--- src/rtl/dac_fe_pkg.sv ---
package dac_fe_pkg;
  parameter int CODE_W = 12;
  parameter int BYTE_W = 8;
  parameter int NUM_CH = 2;
  parameter int SYNC_STAGES = 2;
endpackage

--- src/rtl/dac_fe_sync.sv ---
module dac_fe_sync #(
  parameter int W = 8,
  parameter int STAGES = 2
) (
  input  logic         clk,
  input  logic         rst,
  input  logic [W-1:0] d,
  input  logic [W-1:0] rst_val,
  output logic [W-1:0] q
);
  logic [W-1:0] st [STAGES];

  genvar i;
  generate
    for (i = 0; i < STAGES; i++) begin : g_stage
      if (i == 0) begin : g_first
        always_ff @(posedge clk) begin
          if (rst) st[i] <= rst_val;
          else     st[i] <= d;
        end
      end else begin : g_next
        always_ff @(posedge clk) begin
          if (rst) st[i] <= rst_val;
          else     st[i] <= st[i-1];
        end
      end
    end
  endgenerate

  assign q = st[STAGES-1];
endmodule

--- src/rtl/dac_fe_channel.sv ---
module dac_fe_channel #(
  parameter int CODE_W = 12,
  parameter int BYTE_W = 8
) (
  input  logic              clk,
  input  logic              rst,
  input  logic              clr_n,
  input  logic              wr_lo,
  input  logic              wr_hi,
  input  logic [BYTE_W-1:0] din,
  input  logic              gain_in,
  input  logic              refbuf_in,
  input  logic              ldac_act,
  output logic [CODE_W-1:0] dac_code,
  output logic              dac_gain,
  output logic              dac_refbuf
);
  localparam int HI_W = CODE_W - BYTE_W;

  logic [BYTE_W-1:0] lo_stage;
  logic [CODE_W-1:0] in_code;
  logic              in_gain, in_refbuf;
  logic              pend;
  logic              xfer;

  assign xfer = ldac_act & pend;

  always_ff @(posedge clk or negedge clr_n) begin
    if (!clr_n) begin
      lo_stage   <= '0;
      in_code    <= '0;
      in_gain    <= 1'b0;
      in_refbuf  <= 1'b0;
      pend       <= 1'b0;
      dac_code   <= '0;
      dac_gain   <= 1'b0;
      dac_refbuf <= 1'b0;
    end else if (rst) begin
      lo_stage   <= '0;
      in_code    <= '0;
      in_gain    <= 1'b0;
      in_refbuf  <= 1'b0;
      pend       <= 1'b0;
      dac_code   <= '0;
      dac_gain   <= 1'b0;
      dac_refbuf <= 1'b0;
    end else begin
      if (wr_lo) lo_stage <= din;
      if (wr_hi) begin
        in_code   <= {din[HI_W-1:0], lo_stage};
        in_gain   <= gain_in;
        in_refbuf <= refbuf_in;
      end
      if (xfer) begin
        dac_code   <= in_code;
        dac_gain   <= in_gain;
        dac_refbuf <= in_refbuf;
      end
      if (wr_hi)     pend <= 1'b1;
      else if (xfer) pend <= 1'b0;
    end
  end

  // outputs frozen while the load strobe is inactive
  assert_hold_ldac_high_R3: assert property (@(posedge clk) disable iff (rst || !clr_n)
    !ldac_act |=> $stable({dac_code, dac_gain, dac_refbuf}));

  // nothing reaches the output stage without a pending commit
  assert_no_load_without_pend_R5: assert property (@(posedge clk) disable iff (rst || !clr_n)
    !pend |=> $stable({dac_code, dac_gain, dac_refbuf}));

  // a commit always leaves the channel pending
  assert_commit_not_lost_R9: assert property (@(posedge clk) disable iff (rst || !clr_n)
    wr_hi |=> pend);

  // an active clear leaves every stage at zero
  assert_clear_zero_R6: assert property (@(posedge clk) disable iff (rst)
    !clr_n |-> (dac_code == '0 && !pend && lo_stage == '0 && !dac_gain && !dac_refbuf));
endmodule

--- src/rtl/dual_dac_frontend.sv ---
module dual_dac_frontend
  import dac_fe_pkg::*;
#(
  parameter int P_CODE_W = CODE_W,
  parameter int P_BYTE_W = BYTE_W
) (
  input  logic                clk,
  input  logic                rst,
  input  logic                clr_n,
  input  logic                cs_n,
  input  logic                wr_n,
  input  logic                ldac_n,
  input  logic                chan_sel,
  input  logic                byte_hi,
  input  logic [P_BYTE_W-1:0] data_in,
  input  logic                gain_in,
  input  logic                refbuf_in,
  output logic [P_CODE_W-1:0] dac_code_a,
  output logic [P_CODE_W-1:0] dac_code_b,
  output logic [1:0]          gain_out,
  output logic [1:0]          refbuf_out
);
  localparam int NCH    = 2;
  localparam int CTRL_W = 7;
  localparam int BUS_W  = CTRL_W + P_BYTE_W;

  // bus layout: {cs_n, wr_n, ldac_n, chan_sel, byte_hi, gain, refbuf, data}
  logic [BUS_W-1:0] raw_bus, sync_bus, dly_bus, idle_bus;

  assign raw_bus  = {cs_n, wr_n, ldac_n, chan_sel, byte_hi, gain_in, refbuf_in, data_in};
  assign idle_bus = {3'b111, {(BUS_W-3){1'b0}}};

  dac_fe_sync #(.W(BUS_W), .STAGES(SYNC_STAGES)) u_sync (
    .clk(clk), .rst(rst), .d(raw_bus), .rst_val(idle_bus), .q(sync_bus)
  );

  always_ff @(posedge clk) begin
    if (rst) dly_bus <= idle_bus;
    else     dly_bus <= sync_bus;
  end

  logic              s_wr_n, s_ldac_n;
  logic              d_cs_n, d_wr_n, d_sel, d_hi, d_gain, d_refbuf;
  logic [P_BYTE_W-1:0] d_data;

  assign s_wr_n   = sync_bus[BUS_W-2];
  assign s_ldac_n = sync_bus[BUS_W-3];
  assign d_cs_n   = dly_bus[BUS_W-1];
  assign d_wr_n   = dly_bus[BUS_W-2];
  assign d_sel    = dly_bus[BUS_W-4];
  assign d_hi     = dly_bus[BUS_W-5];
  assign d_gain   = dly_bus[BUS_W-6];
  assign d_refbuf = dly_bus[BUS_W-7];
  assign d_data   = dly_bus[P_BYTE_W-1:0];

  logic accept;
  assign accept = s_wr_n & ~d_wr_n & ~d_cs_n;

  logic [NCH-1:0]      wr_lo, wr_hi;
  logic [P_CODE_W-1:0] code_arr [NCH];
  logic [NCH-1:0]      gain_arr, refbuf_arr;
  logic                dly_ldac_unused;

  assign dly_ldac_unused = dly_bus[BUS_W-3];

  genvar c;
  generate
    for (c = 0; c < NCH; c++) begin : g_ch
      assign wr_lo[c] = accept & (d_sel == 1'(c)) & ~d_hi;
      assign wr_hi[c] = accept & (d_sel == 1'(c)) &  d_hi;

      dac_fe_channel #(.CODE_W(P_CODE_W), .BYTE_W(P_BYTE_W)) u_ch (
        .clk(clk), .rst(rst), .clr_n(clr_n),
        .wr_lo(wr_lo[c]), .wr_hi(wr_hi[c]), .din(d_data),
        .gain_in(d_gain), .refbuf_in(d_refbuf), .ldac_act(~s_ldac_n),
        .dac_code(code_arr[c]), .dac_gain(gain_arr[c]), .dac_refbuf(refbuf_arr[c])
      );
    end
  endgenerate

  assign dac_code_a = code_arr[0];
  assign dac_code_b = code_arr[1];
  assign gain_out   = gain_arr;
  assign refbuf_out = refbuf_arr;

  // at most one register strobe per accepted write
  assert_one_strobe_R2: assert property (@(posedge clk) disable iff (rst || !clr_n)
    $onehot0({wr_hi, wr_lo}));

  // no strobe without a qualified write edge
  assert_strobe_needs_cs_R2: assert property (@(posedge clk) disable iff (rst || !clr_n)
    (|{wr_hi, wr_lo}) |-> (!d_cs_n && !d_wr_n));
endmodule

--- config.mk ---
export PLATFORM = sky130hd
export DESIGN_NAME = dual_dac_frontend
export DESIGN_NICKNAME = d
export VERILOG_FILES = /design/src/rtl/dac_fe_pkg.sv /design/src/rtl/dac_fe_sync.sv /design/src/rtl/dac_fe_channel.sv /design/src/rtl/dual_dac_frontend.sv
export SDC_FILE = /design/constraint.sdc
export NUM_CORES = 1
export LEC_CHECK = 0
export BUFFER_PORTS_ARGS = -buffer_cell sky130_fd_sc_hd__buf_2
export CAP_MARGIN = 15
export CORE_MARGIN = 3
export CORE_UTILIZATION = 39
export DETAILED_ROUTE_END_ITERATION = 10
export SLEW_MARGIN = 40
export SYNTH_ARGS = -nofsm -noshare
export SYNTH_HDL_FRONTEND = slang
export SYNTH_SLANG_ARGS = --single-unit
export TNS_END_PERCENT = 50
--- constraint.sdc ---
create_clock -name clk -period 1.2 [get_ports clk]
set_input_delay 0.06 -clock clk [delete_from_list [all_inputs] [get_ports clk]]
set_output_delay 0.06 -clock clk [all_outputs]
set_load 0.03 [all_outputs]
# After elaboration in Yosys (flattened, before gate mapping)
# Memory sizes are Yosys's and may differ from the RTL's.
# Index checks and enable logic that the tools add are counted.
# word_totals
wordCells	82
register_bits	89
ramBits	30
inputBits	18
out_inout_bits	28
mem_count	1
# classes
n_reduce_logical	8
n_mux	39
n_bitwise	17
# memory_table
name	words	word_bits	read_ports	rd_clocked_by_memory_dff	write_ports	line_no	source
u_sync.st	2	15	2	0	2	dac_fe_sync.sv:11	logic [W-1:0] st [STAGES];
# ops
cell	count
2-to-1 mux 12 bit	8
2-to-1 mux 8 bit	4
2-to-1 mux 15 bit	2
2-to-1 mux 1 bit	25
nonzero test 2 bit	6
AND 1 bit	10
nonzero test 3 bit	2
inverter 1 bit	5
OR 1 bit	2

# Logic depth before layout (Yosys ltp)
# Gate-level depths: netlist of run 1.
# logic_depth
word_depth	7
mapped_depth	5
mapped_depth_nobuf	3

# Cells and area by module
# A second synthesis of run 1 with hierarchy kept.
# unflattened
hier_cells	378
area_unflattened_um2	5016.1
# modules_own_cells
module	area_per_inst_um2	cells_each	seq_area_each_um2	n_inst
dac_fe_channel	1745.4	139	925.9	2
dac_fe_sync	1084.8	63	600.6	1
dual_dac_frontend	440.4	37	280.3	1

# Worst setup path before layout of run 1
# OpenSTA, ideal clock, no wires.
# synth_timing
kind	reg2reg
start	reg dly_bus[14]
end	reg g_ch[1].u_ch.in_code[0]
path_stages_with_launch	6
t_arrival_ns	1.078
synth_period_minus_slack_ns	1.199
setup_time_ns	0.121
path_buffers	2
t_required_ns	1.079
path_slack_ns	0.001
cell_sequence	dfxtp_1 > and4bb_1 > buf_6 > a21oi_4 > buf_4 > a22o_1
# synth_via
elab_chain_len	5
# synth_lines
item	line_no	source
start: declaration	dual_dac_frontend.sv:28	logic [BUS_W-1:0] raw_bus, sync_bus, dly_bus, idle_bus;
start signal: assignment	dual_dac_frontend.sv:38	if (rst) dly_bus <= idle_bus;
start signal: assignment	dual_dac_frontend.sv:39	else dly_bus <= sync_bus;
inverter 1 bit	dual_dac_frontend.sv:57	assign accept = s_wr_n & ~d_wr_n & ~d_cs_n;
AND 1 bit	dual_dac_frontend.sv:57	
AND 1 bit (2 in series)	dual_dac_frontend.sv:70	assign wr_hi[c] = accept & (d_sel == 1'(c)) & d_hi;
nonzero test 2 bit (no source line)	n/a	
end signal: assignment	dac_fe_channel.sv:50	in_code <= {din[HI_W-1:0], lo_stage};
end: declaration	dac_fe_channel.sv:21	logic [CODE_W-1:0] in_code;
# Every way passes these cells.
# A chain may end at the register's enable or synchronous reset.

# Worst setup path in the final report of run 1
# layout_timing
start	reg dly_bus[14]
end	reg g_ch[1].u_ch.in_code[3]
# Same word-level chain as after synthesis.

==> results.py, run 1 <==
metrics = {
    "drt": {
        "num_vias": 2895,
        "remaining_drc_errors": 0,
        "routed_wl_mm": 8.304,
        "wl_per_cell_um": 13.59,
        "ant_nets": 0,
        "viasPerCell": 4.738,
        "dr.first_iter.drc_count": 204,
        "firstDrtPassIters": 6,
    },
    "layout": {
        "fin_area_mm2": 0.005653,
        "utilization": 0.5379,
        "finalNetCount": 480,
        "fill_cells": 912,
        "final_cells": 611,
        "antenna_cells": 0,
        "area_delta_synth_final_pct": 31.26,
        "drive_above_1_share": 0.2716,
    },
    "status": {
        "status": "finished, violations left",
        "violations": "negative setup slack",
    },
    "sta": {
        "setup_ws_ps": -43.62,
        "layout_worst_path_cycle_share": 1.036,
        "max_freq_ghz": 0.8041,
        "skew_ps": 4.734,
        "relSlewSlack": 0.7441,
        "worst_slew_pin_slew_ps": 383.8,
        "slew_violations": 0,
        "setup_viol": 19,
        "holdWs_ps": 108.0,
        "min_period_ps": 1244,
        "tns_ps": -484.9,
        "hold_violations": 0,
        "rsz0062_at_grt": "yes",
    },
    "worst_setup_path": {
        "path_max_fanout": 13,
        "end_kind": "flip-flop",
        "arrival_ps": 1640,
        "worstSetupStartpointType": "flip-flop",
        "worst_ep_required_time_ps": 1600,
        "critPathKind": "flip-flop to flip-flop",
    },
    "yosys": {
        "ys_seq_elements": 118,
        "ys_async_sr_fraction": 0.6271,
        "syn_area_mm2": 0.004307,
        "synth.distinct_cells": 26,
        "syn_avg_cell_area_um2": 10.99,
        "yosys_warnings": 0,
        "syn_nets": 410,
        "synth-edff-count": 0,
        "synth-main-ff-cell": "dfrtp_1",
        "synthCells": 392,
        "yosysSeqAreaShare": 0.6345,
    },
    "clock_network": {
        "clockBufferDepth": 2,
        "clock-sinks": 118,
        "cts_htree_levels": 4,
        "clkTransAtPathRegs_ps": 60,
        "cts_tree": "done",
        "cts-root-buf": "clkbuf_8",
        "numCtsBuffers": 17,
        "clock_latency_ps": 510,
    },
    "global_route": {
        "grt_use_met3": 0.04858,
        "busiest_layer": "met2",
        "grt_antenna_before_repair": 0,
        "grt_pass1_vias": 2783,
        "grt_max_degree": 75,
        "grt_pass1_wl_mm": 13.73,
        "overflow": 0,
        "grt_usage": 0.1411,
        "met2_usage": 0.2148,
        "met1_usage": 0.1830,
    },
    "floorplanning": {
        "die_h_um": 111.1,
        "num_rows": 37,
        "start_util": 0.4098,
        "ioPinCount": 46,
        "die_x_um": 111.1,
        "core-area_mm2": 0.01051,
        "design.die.area_mm2": 0.01234,
    },
    "place": {
        "dp_hpwl_mm": 5.189,
        "portBuffers": 45,
        "place.gp.congestion": 0.7857,
        "pre_cts_ws_ps": -216.8,
        "place_area_mm2": 0.004757,
        "dp.cells": 561,
    },
    "pwr": {
        "vdd_drop_max_mv": 0.8868,
        "power_density_mw_per_mm2": 1611,
        "leakagePower_nw": 2.529,
        "total_power_mw": 9.105,
    },
    "hold_path": {
        "min_path_type": "input port to asynchronous set/reset pin",
    },
    "flow_run": {
        "max-cap-violations": 0,
    },
}
## area by class of cell
class	count	area (um^2)	share of cell area
repair buffers	81	645.6	0.1142
well taps	136	170.2	0.03010
clock inverters	8	55.05	0.009739
flip-flops and latches	118	2738	0.4843
clock buffers	24	524.3	0.09274
inverters	1	3.754	0.0006640
multi-input cells	243	1516	0.2683
## sequential cells by signal, indices dropped and copies added, names as in the netlist
name	count
g_ch.u_ch.dac_code	24
g_ch.u_ch.lo_stage	16
u_sync.st	30
g_ch.u_ch.dac_gain	2
g_ch.u_ch.in_gain	2
dly_bus	14
g_ch.u_ch.in_code	24
g_ch.u_ch.pend	2
g_ch.u_ch.in_refbuf	2
g_ch.u_ch.dac_refbuf	2
## power breakdown
part / total [mW] / leakage (nW) / switching [mW] / internal (mW)
combinational: 0.295 / 0.845 / 0.152 / 0.143
sequential: 4.04 / 1.40 / 0.0243 / 4.02
clock: 4.77 / 0.288 / 1.74 / 3.02
total: 9.10 / 2.53 / 1.92 / 7.19
## cell usage in the layout, fill, tap and decap left out, drive strengths merged
cell type / instances
dfrtp: 74
a22o: 13
a22oi: 1
clkinvlp: 1
and4bb: 1
clkbuf: 25
nor2b: 38
a21oi: 44
nand2: 60
nand2b: 28
and2: 1
nand3: 14
or2: 8
nor3: 1
dfxtp: 44
inv: 5
nor2: 1
dlygate4sd3: 17
mux2i: 17
buf: 63
nand4bb: 1
o21ai: 14
nor4b: 1
clkinv: 3
## per-layer routing
metal / routed length, um / part of all wire
met5: 0 / 0
met3: 399 / 0.048
met2: 3923 / 0.47
met1: 3839 / 0.46
met4: 142 / 0.017
## final timing paths
path,slack (ps),to,start,cells after the start
max,-40,g_ch[1].u_ch.in_code[3],dly_bus[14],4
min,110,g_ch[1].u_ch.dac_code[8],clr_n,3
max reg2reg,-40,g_ch[1].u_ch.in_code[3],dly_bus[14],4
min reg2reg,410,u_sync.st[1][13],u_sync.st[0][13],1
max in group asynchronous,790,g_ch[0].u_ch.in_code[11],clr_n,3
min in group clk,270,u_sync.st[0][14],cs_n,3
## cell families (layout without fill, tap and decap cells)
group / count (synthesis) / after routing / synth area share
AOI/OAI and AO/OA: 72 / 72 / 0.09820
DFF: 118 / 118 / 0.6345
buffers and inverters: 31 / 114 / 0.03747
and+or+nand+nor: 154 / 154 / 0.1903
muxes: 17 / 17 / 0.03951
## synthesized netlist by cell type, types with 7 or more instances
master     n  area, um^2
clkbuf_1  12       45.04
dfxtp_1   44       880.8
nand3_1   14       70.07
buf_4      7       52.55
a21oi_1   43       215.2
nand2_1   59       221.5
a22o_1    13       113.9
mux2i_1   17       170.2
nor2b_1   38       237.7
o21ai_0   14       70.07
buf_2      9       45.04
nand2b_1  28       175.2
dfrtp_1   74        1852
or2_2      8       50.05
## repair_timing
| item | CTS | global route |
|---|---|---|
| cloned | 0 | 1 |
| hold buffers | 17 | 0 |
| setup endpoints to repair | 41 | 56 |
| hold endpoints to repair | 93 | 0 |
| buffers inserted | 0 | 1 |
| gates resized for setup | 8 | 26 |
| pin swaps | 1 | 3 |
## critical path, cell delays in order (launching register included)
cell,delay [ps]
dfxtp_2,320
and4bb_4,390
a21oi_4,80
buf_12,150
a22o_1,180
(Power assumes the default switching activity.)
==> run 2: changes to the inputs <==
Settings changed: CORE_UTILIZATION 39 to 40, GPL_ROUTABILITY_DRIVEN set to 0.
==> results.py, run 2 (synthesis gave the netlist of run 1 again) <==
metrics = {
    "floorplanning": {
        "core-area_mm2": 0.01042,
        "start_util": 0.4135,
        "num_rows": 37,
        "die_x_um": 109.8,
        "design.die.area_mm2": 0.01205,
        "ioPinCount": 46,
        "die_h_um": 109.8,
    },
    "worst_setup_path": {
        "path_max_fanout": 13,
        "critPathKind": "flip-flop to flip-flop",
        "arrival_ps": 1670,
        "r2r_slack_ps": -80,
        "timing.rr.end": "g_ch[1].u_ch.in_code[11]",
        "timing.rr.start": "dly_bus[13]",
        "end_kind": "flip-flop",
        "worstSetupStartpointType": "flip-flop",
        "worst_ep_required_time_ps": 1590,
        "reg2reg_depth": 4,
    },
    "sta": {
        "slew_violations": 0,
        "worst_slew_pin_slew_ps": 393.0,
        "skew_ps": 5.355,
        "relSlewSlack": 0.7380,
        "rsz0062_at_grt": "yes",
        "layout_worst_path_cycle_share": 1.063,
        "max_freq_ghz": 0.7837,
        "setup_viol": 24,
        "setup_ws_ps": -75.94,
        "hold_violations": 0,
        "min_period_ps": 1276,
    },
    "drt": {
        "num_vias": 2844,
        "viasPerCell": 4.662,
        "wl_met1_mm": 3.728,
        "dr_wl_met3_um": 417,
        "routed_wl_mm": 8.064,
        "remaining_drc_errors": 0,
        "met2_length_mm": 3.827,
        "firstDrtPassIters": 4,
        "dr.first_iter.drc_count": 148,
        "ant_nets": 0,
        "wl_per_cell_um": 13.22,
        "highest_layer": "met4",
    },
    "global_route": {
        "grt_max_degree": 75,
        "grt_usage": 0.1494,
        "grt_antenna_before_repair": 0,
        "overflow": 0,
        "grt_pass1_wl_mm": 13.59,
        "grt_pass1_vias": 2862,
    },
    "layout": {
        "biggestRegsByFlops": "u_sync.st x30, g_ch.u_ch.dac_code x24, g_ch.u_ch.in_code x24",
        "layout_commonest_cell": "dfrtp_1",
        "area_delta_synth_final_pct": 30.59,
        "antenna_cells": 0,
        "drive_above_1_share": 0.2722,
        "utilization": 0.5399,
        "fin_area_mm2": 0.005624,
        "largest_register_ffs": 30,
        "finalNetCount": 479,
        "regMostFlops": "u_sync.st",
        "final_cell_mix": "74 x dfrtp_1, 57 x nand2_1, 45 x buf_2",
        "final_cells": 610,
    },
    "clock_network": {
        "cts_tree": "done",
        "clock_latency_ps": 510,
        "numCtsBuffers": 17,
        "cts-root-buf": "clkbuf_8",
        "clock-sinks": 118,
        "clkTransAtPathRegs_ps": 60,
        "cts_htree_levels": 4,
        "clockBufferDepth": 2,
    },
    "status": {
        "violations": "negative setup slack",
        "status": "finished, violations left",
    },
    "flow_run": {
        "max-cap-violations": 0,
    },
    "hold_path": {
        "hold_depth": 3,
        "hold_end": "dly_bus[10]",
        "hp-start": "rst",
        "min_path_type": "input port to flip-flop",
    },
    "place": {
        "dp_hpwl_mm": 4.998,
        "place_area_mm2": 0.004750,
        "portBuffers": 45,
        "dp.cells": 560,
    },
    "pwr": {
        "power_density_mw_per_mm2": 1564,
        "vdd_drop_max_mv": 1.310,
        "leakagePower_nw": 2.508,
    },
}
## run 2: cell count changes in the layout (fill, tap and decap cells not counted), sizes merged
cell,previous run,this run
clkbuf,25,19
inv,5,7
clkinv,3,6
dlygate4sd3,17,16
clkinvlp,1,2
## run 2: per-layer routing
| layer | vias up | GRT usage |
|---|---|---|
| met4 | 0 | 0.06411 |
| li1 | 1439 | - |
| met1 | 1341 | 0.1881 |
| met5 | - | 0 |
| met2 | 58 | 0.2367 |
| met3 | 6 | 0.04756 |
## run 2: worst max-delay path by stage
stage	start	endpoint	slack, ps	depth (start not counted)
finish	dly_bus[13]	g_ch[1].u_ch.in_code[11]	-80	4
floorplan	dly_bus[14]	g_ch[1].u_ch.in_code[0]	1	5
CTS	dly_bus[14]	g_ch[1].u_ch.in_code[11]	-30	4
detailed placement	dly_bus[14]	g_ch[1].u_ch.in_code[11]	-320	3
global placement	dly_bus[13]	g_ch[1].u_ch.in_gain	-290	3
global route	dly_bus[13]	g_ch[1].u_ch.in_code[11]	-110	4
## run 2: per-stage QoR
stage	hold WS, ps	power (mW)	setup TNS, ps	setup slack (ps)
3_5_place_dp	118.2	4.361	-6519	-318.1
3_3_place_gp	113.6	4.357	-9319	-292.4
2_1_floorplan	-235.6	4.230	0	1.215
5_1_grt	67.16	9.138	-2610	-108.2
6_report	52.44	8.797	-870.8	-75.94
4_1_cts	40.07	8.910	-325.4	-29.84
## run 2: what timing repair did
action | 4_1_cts | 5_1_grt
gates resized for setup | 10 | 27
setup endpoints to repair | 43 | 61
hold buffers | 16 | 0
gates cloned | 0 | 1
pin swaps | 2 | 6
setup buffers | 1 | 0
hold endpoints to repair | 89 | 0
## run 2: critical path: stages (launching register included)
cell and delay (ps):
dfxtp_2 340, and4bb_4 420, a21oi_4 80, buf_12 140, a22o_1 180
## run 2: area by class of cell
type                       instances  area [um^2]
fill                             884         4792
sequential                       118         2739
timing repair buffer              80        648.1
inverter                           1        3.754
clock buffer                      18        439.2
tap                              136        170.2
multi-input combinational        243         1526
clock inverter                    14        97.59
## run 2: power by group
part / total [mW] / switching (mW) / internal (mW)
Sequential: 4.04 / 0.0248 / 4.02
Combinational: 0.290 / 0.151 / 0.139
Clock: 4.46 / 1.80 / 2.66
